`config.mk`:
```
export PLATFORM = sky130hd
export DESIGN_NAME = sig_analyzer
export DESIGN_NICKNAME = d
export VERILOG_FILES = /design/src/rtl/sig_analyzer_pkg.sv /design/src/rtl/sig_divider.sv /design/src/rtl/sig_bit_counter.sv /design/src/rtl/sig_compare.sv /design/src/rtl/sig_analyzer.sv
export SDC_FILE = /design/constraint.sdc
export NUM_CORES = 1
export LEC_CHECK = 0
export ABC_AREA = 0
export BUFFER_PORTS_ARGS = -buffer_cell sky130_fd_sc_hd__buf_4
export CAP_MARGIN = 10
export CELL_PAD_IN_SITES_DETAIL_PLACEMENT = 0
export CELL_PAD_IN_SITES_GLOBAL_PLACEMENT = 2
export CORE_MARGIN = 3
export CORE_UTILIZATION = 30
export CTS_CLUSTER_DIAMETER = 50
export CTS_CLUSTER_SIZE = 25
export DETAILED_ROUTE_END_ITERATION = 7
export PLACE_DENSITY = 0.76
export SYNTH_ARGS = -nofsm -noshare
export SYNTH_HDL_FRONTEND = slang
export SYNTH_SLANG_ARGS = --single-unit
```
`constraint.sdc`:
```
create_clock -name clk -period 2.4 [get_ports clk]
set_clock_uncertainty 0.15 [all_clocks]
set_input_delay 0.24 -clock clk [delete_from_list [all_inputs] [get_ports clk]]
set_output_delay 0.24 -clock clk [all_outputs]
set_load 0.05 [all_outputs]
```
`src/rtl/sig_analyzer_pkg.sv`:
```
package sig_analyzer_pkg;
  // Divider width equals the degree of the characteristic polynomial.
  localparam int SIG_W = 5;
  // Coefficients x^0..x^4 of 1 + x^2 + x^4 + x^5 (x^5 is implied by feedback).
  localparam logic [SIG_W-1:0] POLY_LOW = 5'b10101;
endpackage

```
`src/rtl/sig_divider.sv`:
```
module sig_divider #(
  parameter int W = sig_analyzer_pkg::SIG_W,
  parameter logic [W-1:0] TAPS = sig_analyzer_pkg::POLY_LOW
) (
  input  logic         clk,
  input  logic         zero,
  input  logic         step,
  input  logic         bit_in,
  output logic [W-1:0] nxt,
  output logic [W-1:0] q
);
  logic fb;
  assign fb = q[W-1];

  genvar i;
  generate
    for (i = 0; i < W; i++) begin : g_stage
      if (i == 0) begin : g_head
        assign nxt[i] = bit_in ^ (TAPS[i] & fb);
      end else begin : g_body
        assign nxt[i] = q[i-1] ^ (TAPS[i] & fb);
      end
    end
  endgenerate

  always_ff @(posedge clk) begin
    if (zero)      q <= '0;
    else if (step) q <= nxt;
  end
endmodule

```
`src/rtl/sig_bit_counter.sv`:
```
module sig_bit_counter #(
  parameter int CNT_W = 8
) (
  input  logic             clk,
  input  logic             zero,
  input  logic             en,
  input  logic [CNT_W-1:0] target,
  output logic             step,
  output logic             last
);
  logic [CNT_W-1:0] cnt;
  logic             full;
  logic [CNT_W:0]   cnt_inc;

  assign full    = (cnt == target);
  assign step    = en & ~full;
  assign cnt_inc = {1'b0, cnt} + 1'b1;
  assign last    = step & (cnt_inc == {1'b0, target});

  always_ff @(posedge clk) begin
    if (zero)      cnt <= '0;
    else if (step) cnt <= cnt_inc[CNT_W-1:0];
  end
endmodule

```
`src/rtl/sig_compare.sv`:
```
module sig_compare #(
  parameter int W = sig_analyzer_pkg::SIG_W
) (
  input  logic [W-1:0] a,
  input  logic [W-1:0] b,
  output logic         eq
);
  assign eq = (a == b);
endmodule

```
`src/rtl/sig_analyzer.sv`:
```
module sig_analyzer #(
  parameter int CNT_W = 8,
  localparam int W = sig_analyzer_pkg::SIG_W
) (
  input  logic             clk,
  input  logic             rst,
  input  logic             clr,
  input  logic             en,
  input  logic             din,
  input  logic [CNT_W-1:0] target_len,
  input  logic [W-1:0]     exp_sig,
  output logic [W-1:0]     sig,
  output logic             done,
  output logic             match
);
  logic          zero, step, last, eq;
  logic [W-1:0]  nxt;

  assign zero = rst | clr;

  sig_bit_counter #(.CNT_W(CNT_W)) u_cnt (
    .clk(clk), .zero(zero), .en(en), .target(target_len),
    .step(step), .last(last)
  );

  sig_divider #(.W(W), .TAPS(sig_analyzer_pkg::POLY_LOW)) u_div (
    .clk(clk), .zero(zero), .step(step), .bit_in(din),
    .nxt(nxt), .q(sig)
  );

  sig_compare #(.W(W)) u_cmp (.a(nxt), .b(exp_sig), .eq(eq));

  always_ff @(posedge clk) begin
    if (zero) begin
      done  <= 1'b0;
      match <= 1'b0;
    end else begin
      done  <= last;
      match <= last & eq;
    end
  end
endmodule

```
==> results.sh <==
export IMPL_ys_flop_type="dfxtp_1"
export IMPL_p_int_mw=0.360
export IMPL_power_leakage_nw=0.490
export IMPL_synth_top_family_by_area="simple AND/OR/NAND/NOR gates"
export IMPL_required_ps=2440
export IMPL_peakVddDrop_mv=0.239
export IMPL_drc=0
export IMPL_rsz0062_at_grt="false"
export IMPL_cts_made_buffers=3
export IMPL_busiest_layer="met2"
export IMPL_critical_path_arrival_ps=2310
export IMPL_cts_setup_buffers=0
export IMPL_vias=914
export IMPL_p_sw_frac=0.264
export IMPL_switchingPower_mw=0.129
export IMPL_timing_setup_tns_ps=0
export IMPL_synth_area_leaders="dfxtp_1 (30%), xnor2_1 (9.7%), xor2_1 (7.9%)"
export IMPL_synthCells=116
export IMPL_synth_area_um2=997
export IMPL_grt_total_usage=0.135
export IMPL_synthArstFlopShare=0
export IMPL_vias_per_cell=4.94
export IMPL_hold_violations=0
export IMPL_fp_dieH_um=63.7
export IMPL_cts_hold_buf=0
export IMPL_start_util=0.321
export IMPL_ys_seq_elements=15
export IMPL_yosysWarningCount=0
export IMPL_critical_path_class="flop to flop"
export IMPL_antenna_cells=0
export IMPL_use_met2=0.215
export IMPL_critPathCaptureType="flop"
export IMPL_cts_htree_levels=1
export IMPL_cts_sinks=15
export IMPL_ioPinCount=25
export IMPL_worstMarginPinSlew_ps=584
export IMPL_start_kind="flop"
export IMPL_syn_to_final_growth_pct=26.1
export IMPL_wl_um=2500
export IMPL_portBuffers=24
export IMPL_slew_violations=0
export IMPL_clock_root_buffer="clkbuf_4"
export IMPL_grt_ovfl_total=0
export IMPL_pre_cts_ws_ps=154
export IMPL_synth_edf_count=0
export IMPL_insertion_delay_ps=280
export IMPL_ys_top_cells_by_count="dfxtp_1 (15), nor2_1 (11), xnor2_1 (11)"
export IMPL_cp_max_fo=5
export IMPL_dieArea_mm2=0.00405
export IMPL_synth_top_area_share=0.301
export IMPL_synth_mux_area_frac=0.0602
export IMPL_core_area_mm2=0.00310
export IMPL_seq_area_frac_synth=0.301
export IMPL_finalCriticalPeriod_ps=2280
export IMPL_synth_xor_area_share=0.176
export IMPL_clockPowerShare=0.303
export IMPL_whs_ps=84.2
export IMPL_grt_start_max_net_pins=16
export IMPL_cts_tree="done"
export IMPL_seq_power_share=0.519
export IMPL_drive_gt1_frac=0.262
export IMPL_clkTransAtPathRegs_ps=90
export IMPL_outcome="finished clean"
export IMPL_max_stage_delay_ps=470
export IMPL_hold_class="input port to flop"
export IMPL_setup_viol=0
export IMPL_met3_usage=0.0428
export IMPL_gp_congestion=0.817
export IMPL_first_pass_iters=4
export IMPL_synth_compound_area_frac=0.173
export IMPL_grt_pass1_wl_um=4290
export IMPL_slew_headroom=0.609
export IMPL_path_buf_inv=0
export IMPL_synthAdderAreaFrac=0.0125
export IMPL_clock_fmax_mhz=439
export IMPL_fp_dieW_um=63.7
export IMPL_cts_max_path_buffers=2
export IMPL_first_global_vias=925
export IMPL_worst_path_max_delay_cell="dfxtp_1"
export IMPL_ant_nets=0
export IMPL_fin_nets=161
export IMPL_yosysUniqueCellTypes=35
export IMPL_cp_top_family="compound AO/OA/AOI/OAI gates"
export IMPL_hpwlAfterDp_um=1890
export IMPL_initialDrtViolationCount=60
export IMPL_finalCritPeriodShare=0.949
export IMPL_ctsResizeCount=0
export IMPL_grt_use_met1=0.173
export IMPL_postSynthAreaPerCell_um2=8.60
export IMPL_comb_power_share=0.179
export IMPL_grt_antenna_before_repair=0
export IMPL_synthSimpleGateAreaFrac=0.220
export IMPL_final_setup_worst_slack_ps=123
export IMPL_maxCapViolations=0
export IMPL_final_core_util=0.405
export IMPL_wl_per_cell_um=13.5
export IMPL_rows=20
export IMPL_worstPathCellList="ha_1, xor2_1, or4_1, a2111o_1, a2111oi_2"
export IMPL_p_per_area_mw_per_mm2=389
export IMPL_syn_nets=135
export IMPL_synth_area_leader_cell="dfxtp_1"
export IMPL_yosysMostFrequentCell="dfxtp_1"
## metrics by stage
step	total power [mW]	instance area [µm²]	std cells
2_1_floorplan	0.305	997	116
3_3_place_gp	0.346	1230	181
3_5_place_dp	0.347	1230	181
4_1_cts	0.501	1260	185
5_1_grt	0.524	1260	185
6_report	0.489	1260	185
## routing by layer
layer | vias up | share of wire
li1 | 471 | -
met1 | 426 | 0.49
met4 | 0 | 0.0076
met5 | - | 0
met2 | 15 | 0.46
met3 | 2 | 0.041
## layout by cell type, fill, tap and decap left out, drive strengths merged
cell and instances:
buf 30, dfxtp 15, xnor2 11, nor2 11, xor2 9, nand2 8
mux2i 6, nand4 4, or3 4, or4 4, o211ai 4, clkbuf 4
o21bai 3, inv 3, nand3 3, o21ai 3, o31ai 2, nor4 2
or2 1, and4 1, nor2b 1, a21boi 1, a211o 1, o22ai 1
a31oi 1, nor3 1, o221ai 1, o31a 1, a2111o 1, a2111oi 1
o311ai 1, o41ai 1, ha 1
## power groups by stage
stage	registers, mW	logic (mW)	clock network (mW)
after global routing	0.254	0.0961	0.174
after floorplan	0.260	0.0453	0
after detailed placement	0.259	0.0874	0
final	0.254	0.0875	0.148
after CTS	0.254	0.0882	0.159
after global placement	0.259	0.0869	0
## area by class of cell
type | instances | area [µm²]
tap | 44 | 55.1
inverter | 3 | 11.3
clock buffer | 4 | 26.3
timing repair buffer | 30 | 225
multi-input combinational | 89 | 639
sequential | 15 | 300
fill | 349 | 1850
## registers in the layout (all words and copies together), names as in the netlist
name       count
done           1
match          1
u_cnt.cnt      8
u_div.q        5
## cells by family (layout without fill, tap and decap cells)
group / count (synthesis) / after routing
simple gates: 40 / 40
compound gates: 22 / 22
xor+xnor: 20 / 20
flops: 15 / 15
buf+inv: 12 / 37
mux: 6 / 6
fa+ha+maj: 1 / 1
## tightest hold or removal path, cell delays in order
cell	delay [ps]
buf_4	100
or3_1	90
o41ai_1	50
## path summary, 6_finish.rpt
check	from	endpoint	slack, ps	cells after the start
worst max register to register	u_cnt.cnt[1]	match	120	5
worst max-delay path	u_cnt.cnt[1]	match	120	5
worst min register to register	u_cnt.cnt[3]	u_cnt.cnt[3]	410	2
worst min-delay path	rst	u_cnt.cnt[6]	80	3
No activity file was read; power rests on OpenSTA's default activity.
